**src/rtl/arb_pkg.sv**
```systemverilog
package arb_pkg;
  localparam int PRIO_W = 2;

  typedef enum logic [PRIO_W-1:0] {
    PRIO_LOW  = 2'b00,
    PRIO_GUAR = 2'b01,
    PRIO_HIGH = 2'b10,
    PRIO_TOP  = 2'b11
  } prio_e;
endpackage

```
**src/rtl/arb_pick.sv**
```systemverilog
module arb_pick
  import arb_pkg::*;
(
  input  logic              cpu_req,
  input  logic              dma_req,
  input  logic [PRIO_W-1:0] dma_prio,
  input  logic              lost_q,
  output logic              cpu_win,
  output logic              dma_win,
  output logic              lost_set
);
  logic  contest;
  prio_e level;

  assign contest = cpu_req & dma_req;
  assign level   = prio_e'(dma_prio);

  always_comb begin
    cpu_win  = cpu_req & ~dma_req;
    dma_win  = dma_req & ~cpu_req;
    lost_set = 1'b0;
    if (contest) begin
      unique case (level)
        PRIO_LOW:  cpu_win = 1'b1;
        PRIO_GUAR: begin
          dma_win  = lost_q;
          cpu_win  = ~lost_q;
          lost_set = ~lost_q;
        end
        PRIO_HIGH: dma_win = 1'b1;
        PRIO_TOP:  dma_win = 1'b1;
        default:   cpu_win = 1'b1;
      endcase
    end
  end
endmodule

```
**src/rtl/arb_loss_flag.sv**
```systemverilog
module arb_loss_flag (
  input  logic clk,
  input  logic rst,
  input  logic dma_req,
  input  logic lost_set,
  input  logic dma_won,
  output logic lost_q
);
  always_ff @(posedge clk) begin
    if (rst || !dma_req || dma_won) lost_q <= 1'b0;
    else if (lost_set)              lost_q <= 1'b1;
  end
endmodule

```
**src/rtl/cpu_dma_arb.sv**
```systemverilog
module cpu_dma_arb
  import arb_pkg::*;
(
  input  logic              clk,
  input  logic              rst,
  input  logic              cpu_req,
  input  logic              dma_req,
  input  logic [PRIO_W-1:0] dma_prio,
  output logic              cpu_gnt,
  output logic              dma_gnt,
  output logic              gnt_vld
);
  logic cpu_win, dma_win, lost_set, lost_q;

  arb_pick pick_i (
    .cpu_req  (cpu_req),
    .dma_req  (dma_req),
    .dma_prio (dma_prio),
    .lost_q   (lost_q),
    .cpu_win  (cpu_win),
    .dma_win  (dma_win),
    .lost_set (lost_set)
  );

  arb_loss_flag hist_i (
    .clk      (clk),
    .rst      (rst),
    .dma_req  (dma_req),
    .lost_set (lost_set),
    .dma_won  (dma_win),
    .lost_q   (lost_q)
  );

  always_ff @(posedge clk) begin
    if (rst) begin
      cpu_gnt <= 1'b0;
      dma_gnt <= 1'b0;
      gnt_vld <= 1'b0;
    end else begin
      cpu_gnt <= cpu_win;
      dma_gnt <= dma_win;
      gnt_vld <= cpu_win | dma_win;
    end
  end
endmodule

```
**config.mk**
```make
export PLATFORM = sky130hd
export DESIGN_NAME = cpu_dma_arb
export DESIGN_NICKNAME = d
export VERILOG_FILES = /design/src/rtl/arb_pkg.sv /design/src/rtl/arb_pick.sv /design/src/rtl/arb_loss_flag.sv /design/src/rtl/cpu_dma_arb.sv
export SDC_FILE = /design/constraint.sdc
export NUM_CORES = 1
export LEC_CHECK = 0
export ABC_AREA = 0
export CORE_AREA = 3 3 40 42
export CTS_CLUSTER_SIZE = 28
export DETAILED_ROUTE_END_ITERATION = 7
export DIE_AREA = 0 0 43 45
export DONT_BUFFER_PORTS = 1
export PLACE_DENSITY_LB_ADDON = 0.15
export SETUP_SLACK_MARGIN = 0.15
export SKIP_CTS_REPAIR_TIMING = 1
export SLEW_MARGIN = 20
export SYNTH_ARGS = -nofsm -noshare
export SYNTH_HDL_FRONTEND = slang
export SYNTH_SLANG_ARGS = --single-unit
```
**constraint.sdc**
```tcl
create_clock -name clk -period 1 [get_ports clk]
set_input_delay 0.15 -clock clk [delete_from_list [all_inputs] [get_ports clk]]
set_output_delay 0.15 -clock clk [all_outputs]
set_load 0.05 [all_outputs]
```
==> metrics.txt, run 1 <==
outcome=complete, no violations; LEAKAGE=0.1055 nW; Core Region=1285 µm²; R2R depth=2; asr flop ratio synth=0; CP cell instances=buf_8; Placed Area=188.9 µm²; Nets=31; Final Hold Viols=0; DR DRC count=0; HP Start=dma_req; worst skew pair latency=0.23 ns; Clock Sinks=4; DRT Pass-1 Iters=4; die height=45 µm; io pins=9; RSZ-0062 raised after global routing=yes; Worst Hold Depth=1; wire per inst=9.079 µm; clk buf depth=2; hold worst-path end=cpu_gnt; vias in the first global route=124; FP Rows=13; global-route wire length before repair=455 µm; Critical Path RT=0.85 ns; MaxCap Viol Count=0; GRT Total Usage=0.03827; Fmax=1199 MHz; initial DRC count=3; Crit Path Max Fanout=1; worst IR drop on VDD=0.2597 mV; Post-Synthesis Cells=14; Antenna Nets Post-Route=0; fin util=0.2084; Final setup viols=0; Post-synth top cells=dfxtp_1, a21oi_1, nand2b_1, nor2_1; WL met1=96 µm; met3 WL=6 µm; CTS buffer count=3; DP HPWL=277.1 µm; TNS Setup=0 ns; CTS tree=done; antenna violations before repair=0; critical path's largest stage delay=0.32 ns; register area share after synthesis=0.5424; Yosys cell types=7; reg2reg end=hist_i.lost_q; final period utilization=0.8341; design area=267.8 µm²; #FFs+latches synth=4; routability cong.=0.6316; worst slew pin tran=0.1865 ns; total power=437.6 µW; clock slew at reported path FFs=0.04 ns; share of cells above drive strength 1=0.4783; starting density of the core=0.1149; Reg2Reg Setup Slack=0.24 ns; leading area contributor after synthesis=dfxtp_1; CP Launch Type=flop; max-slew violations=0; die area=1935 µm²; Post-synth EDFFs=0; routed vias/inst=3.316; Vias=126; RR Startpoint=hist_i.lost_q; Critical Path Sink Type=output port; warnings from Yosys=0; Critical-path top delay cell=dfxtp_2; Power Dens Cells=1634 nW/µm²; port bufs=0; crit path kind=reg -> out; met2 WL=242 µm; Slew HR=0.8754; Syn Std Cell Area=147.6 µm²; Detailed Route WL=345 µm; largest net degree at the start of global routing=5; syn_area_per_cell=10.55 µm²; Yosys top cell area share=0.5424; minimum clock period=0.8341 ns; top routing layer in use=met3; Top FF cell, synth=dfxtp_1; Root Driver=clkbuf_4; CP delay by family, top=flip-flops; Net Count, Synth=20; n_diodes=0; Worst Hold Class=in -> reg; Chip Width=43 µm; H-tree depth=1; Synth area leaders=dfxtp_1, a21oi_1, nor4b_2, nand2b_1, a21o_2; crit path DAT=0.68 ns; Clock Skew=0.0006346 ns; Worst Path Buf+Inv=1; Syn-to-layout area delta=81.36%; most numerous cell in the Yosys netlist=dfxtp_1; total grt overflow=0
## metal layers
metal | up-vias | GRT usage
met3 | 0 | 0.01594
met4 | 0 | 0.07229
li1 | 66 | -
met1 | 59 | 0.01683
met5 | - | 0
met2 | 1 | 0.06886
## cell families after synthesis
logic type | after synthesis | share of synthesized area
AND/OR/NAND/NOR | 5 | 0.2373
flip-flops | 4 | 0.5424
AO/OA/AOI/OAI | 4 | 0.1610
XOR/XNOR | 1 | 0.05933
## report_power, final
group	switching, mW	internal (mW)
Combinational	0.0360	0.0361
Clock	0.0573	0.134
Sequential	0.00477	0.170
Total	0.0981	0.340
## cells in the final DEF, fill, tap and decap left out
cell,n
a21oi_1,3
a21o_2,1
dlygate4sd3_1,3
dfxtp_1,1
xnor2_1,1
nor4b_2,1
nand2b_1,2
nor2_1,2
buf_8,3
dfxtp_2,3
clkbuf_4,3
## worst max-delay path by stage
stage / to / startpoint / slack (ns) / cells after the start
2_1_floorplan: cpu_gnt / cpu_gnt / 0.26 / 0
3_3_place_gp: hist_i.lost_q / hist_i.lost_q / 0.28 / 2
3_5_place_dp: hist_i.lost_q / hist_i.lost_q / 0.24 / 2
4_1_cts: cpu_gnt / cpu_gnt / 0.12 / 1
5_1_grt: dma_gnt / dma_gnt / 0.14 / 1
6_report: cpu_gnt / cpu_gnt / 0.17 / 1
## final cells by class
type	count	area [µm²]
Tap cell	15	18.77
Multi-Input combinational cell	10	67.56
Sequential cell	4	83.83
Clock buffer	3	22.52
Timing Repair Buffer	6	75.07
Fill cell	140	1017
## state kept, by name, indices dropped and copies added, names as in the netlist
register,cells
cpu_gnt,1
hist_i.lost_q,1
dma_gnt,1
gnt_vld,1
## per-stage QoR
step / worst slack (ns) / hold WS [ns] / std cells
after floorplan: 0.2627 / 0.2214 / 14
after global placement: 0.2826 / 0.2241 / 32
after detailed placement: 0.2381 / 0.2272 / 32
after CTS: 0.1222 / -0.02312 / 35
after global routing: 0.1421 / 0.008949 / 38
final: 0.1659 / 0.007295 / 38
Power figures use the tool's default switching activity.
==> inputs of run 2 (changes only) <==
==> constraint.sdc (replaced) <==
create_clock -name clk -period 0.8 [get_ports clk]
set_input_delay 0.12 -clock clk [delete_from_list [all_inputs] [get_ports clk]]
set_output_delay 0.12 -clock clk [all_outputs]
set_load 0.05 [all_outputs]
==> run 2 against run 1 <==
- the flow now finishes with violations (negative hold slack)
- clock-buffer cell count unchanged
- non-clock buffer count decreased by 3
- die area unchanged
- flip-flop and latch count unchanged
- first-iteration DRC count decreased by 100%
- combinational power decreased by 51%
- global-route usage increased by 0.59 points
- clock power increased by 28%
- cell area decreased by 11%
- critical endpoint is now dma_gnt
- largest cell class unchanged
- largest power group unchanged
==> metrics.txt, run 2 (synthesis results as in run 1) <==
RSZ-0062 raised after global routing=yes; TNS Setup=0 ns (unchanged); Syn-to-layout area delta=61.86%; CP Launch Type=flop; io pins=9 (unchanged); Vias=119 (-5.6%); Power Dens Cells=2189 nW/µm² (+34%); max-slew violations=0 (unchanged); starting density of the core=0.1149 (unchanged); worst slack at placement=0.04920 ns (-0.1889 ns); Critical Path RT=0.68 ns (-0.17 ns); die area=1935 µm² (unchanged); design area=239.0 µm² (-11%); Nets=28 (-9.7%); Antenna Nets Post-Route=0 (unchanged); Slew HR=0.8706 (-0.004745); routability cong.=0.5466 (-13%); antenna violations before repair=0 (unchanged); # placed instances=29 (-9.4%); Worst Hold Class=in -> reg; total grt overflow=0 (unchanged); Chip Width=43 µm (unchanged); outcome=finished, violations left; initial DRC count=0 (-3); Clock Sinks=4 (unchanged); Crit Path Max Fanout=1 (unchanged); share of cells above drive strength 1=0.5500 (+0.07174); clk buf depth=2 (unchanged); crit path kind=reg -> out; die height=45 µm (unchanged); Core Region=1285 µm² (unchanged); worst skew pair latency=0.23 ns (about the same); n_diodes=0 (unchanged); DRT Pass-1 Iters=1 (-3); LEAKAGE=0.08490 nW (-20%); clock slew at reported path FFs=0.04 ns (about the same); MaxCap Viol Count=0 (unchanged); worst IR drop on VDD=0.2040 mV (-21%); Placed Area=170.2 µm² (-9.9%); Critical Path Sink Type=output port; worst slew pin tran=0.1936 ns (+0.007099 ns); total power=523.2 µW (+20%); CTS tree=done; Fmax=1284 MHz; FP Rows=13 (unchanged); final period utilization=0.9736; wire per inst=10.03 µm (+10%); Clock Skew=0.0003426 ns (-0.0002920 ns); Non-Filler Instances=35 (-7.9%); Final setup viols=0 (unchanged); vias in the first global route=132 (+6.5%); global-route wire length before repair=538 µm (+18%); DR DRC count=0 (unchanged); largest net degree at the start of global routing=5 (unchanged); H-tree depth=1 (unchanged); Detailed Route WL=351 µm (+1.7%); failing checks=negative hold slack; minimum clock period=0.7789 ns; Fin Hold WS=-0.04683 ns (-0.05413 ns); crit path DAT=0.66 ns (-0.02 ns); routed vias/inst=3.400 (+2.5%); Root Driver=clkbuf_4; GRT Total Usage=0.04413 (+0.005860); fin util=0.1860 (-0.02239); port bufs=0 (unchanged); CTS buffer count=3 (unchanged); most frequent cells in the layout=clkbuf_4, dfxtp_4, dlygate4sd3_1; setup ws final=0.02111 ns (-0.1447 ns); Final Hold Viols=1 (+1)
## run 2: final cells by class
class                           instances  area (µm²)
Timing Repair Buffer                    3       30.03
Clock buffer                            3       22.52
Tap cell                               15       18.77
Fill cell                             141        1046
Sequential cell                         4       92.59
Multi-Input combinational cell         10       75.07
## run 2: path summary, 6_finish.rpt
kind	depth (start not counted)	end	from	slack [ns]
max	0	dma_gnt	dma_gnt	0.02
max reg2reg	2	hist_i.lost_q	hist_i.lost_q	0.03
min	1	hist_i.lost_q	dma_prio[1]	-0.05
min reg2reg	2	dma_gnt	hist_i.lost_q	0.56
## run 2: power breakdown
part           leakage, nW  internal, mW  switching (mW)
sequential          0.0353         0.208          0.0352
combinational       0.0358        0.0234          0.0119
clock               0.0138         0.167          0.0775
## run 2: per-layer routing
metal  global-route usage  wire, µm  vias to the layer above
met3              0.02390        10                        0
met2              0.05988       225                        2
met5                    0         0                        -
met4              0.07229         0                        0
li1                     -         -                       60
met1              0.03614       115                       57
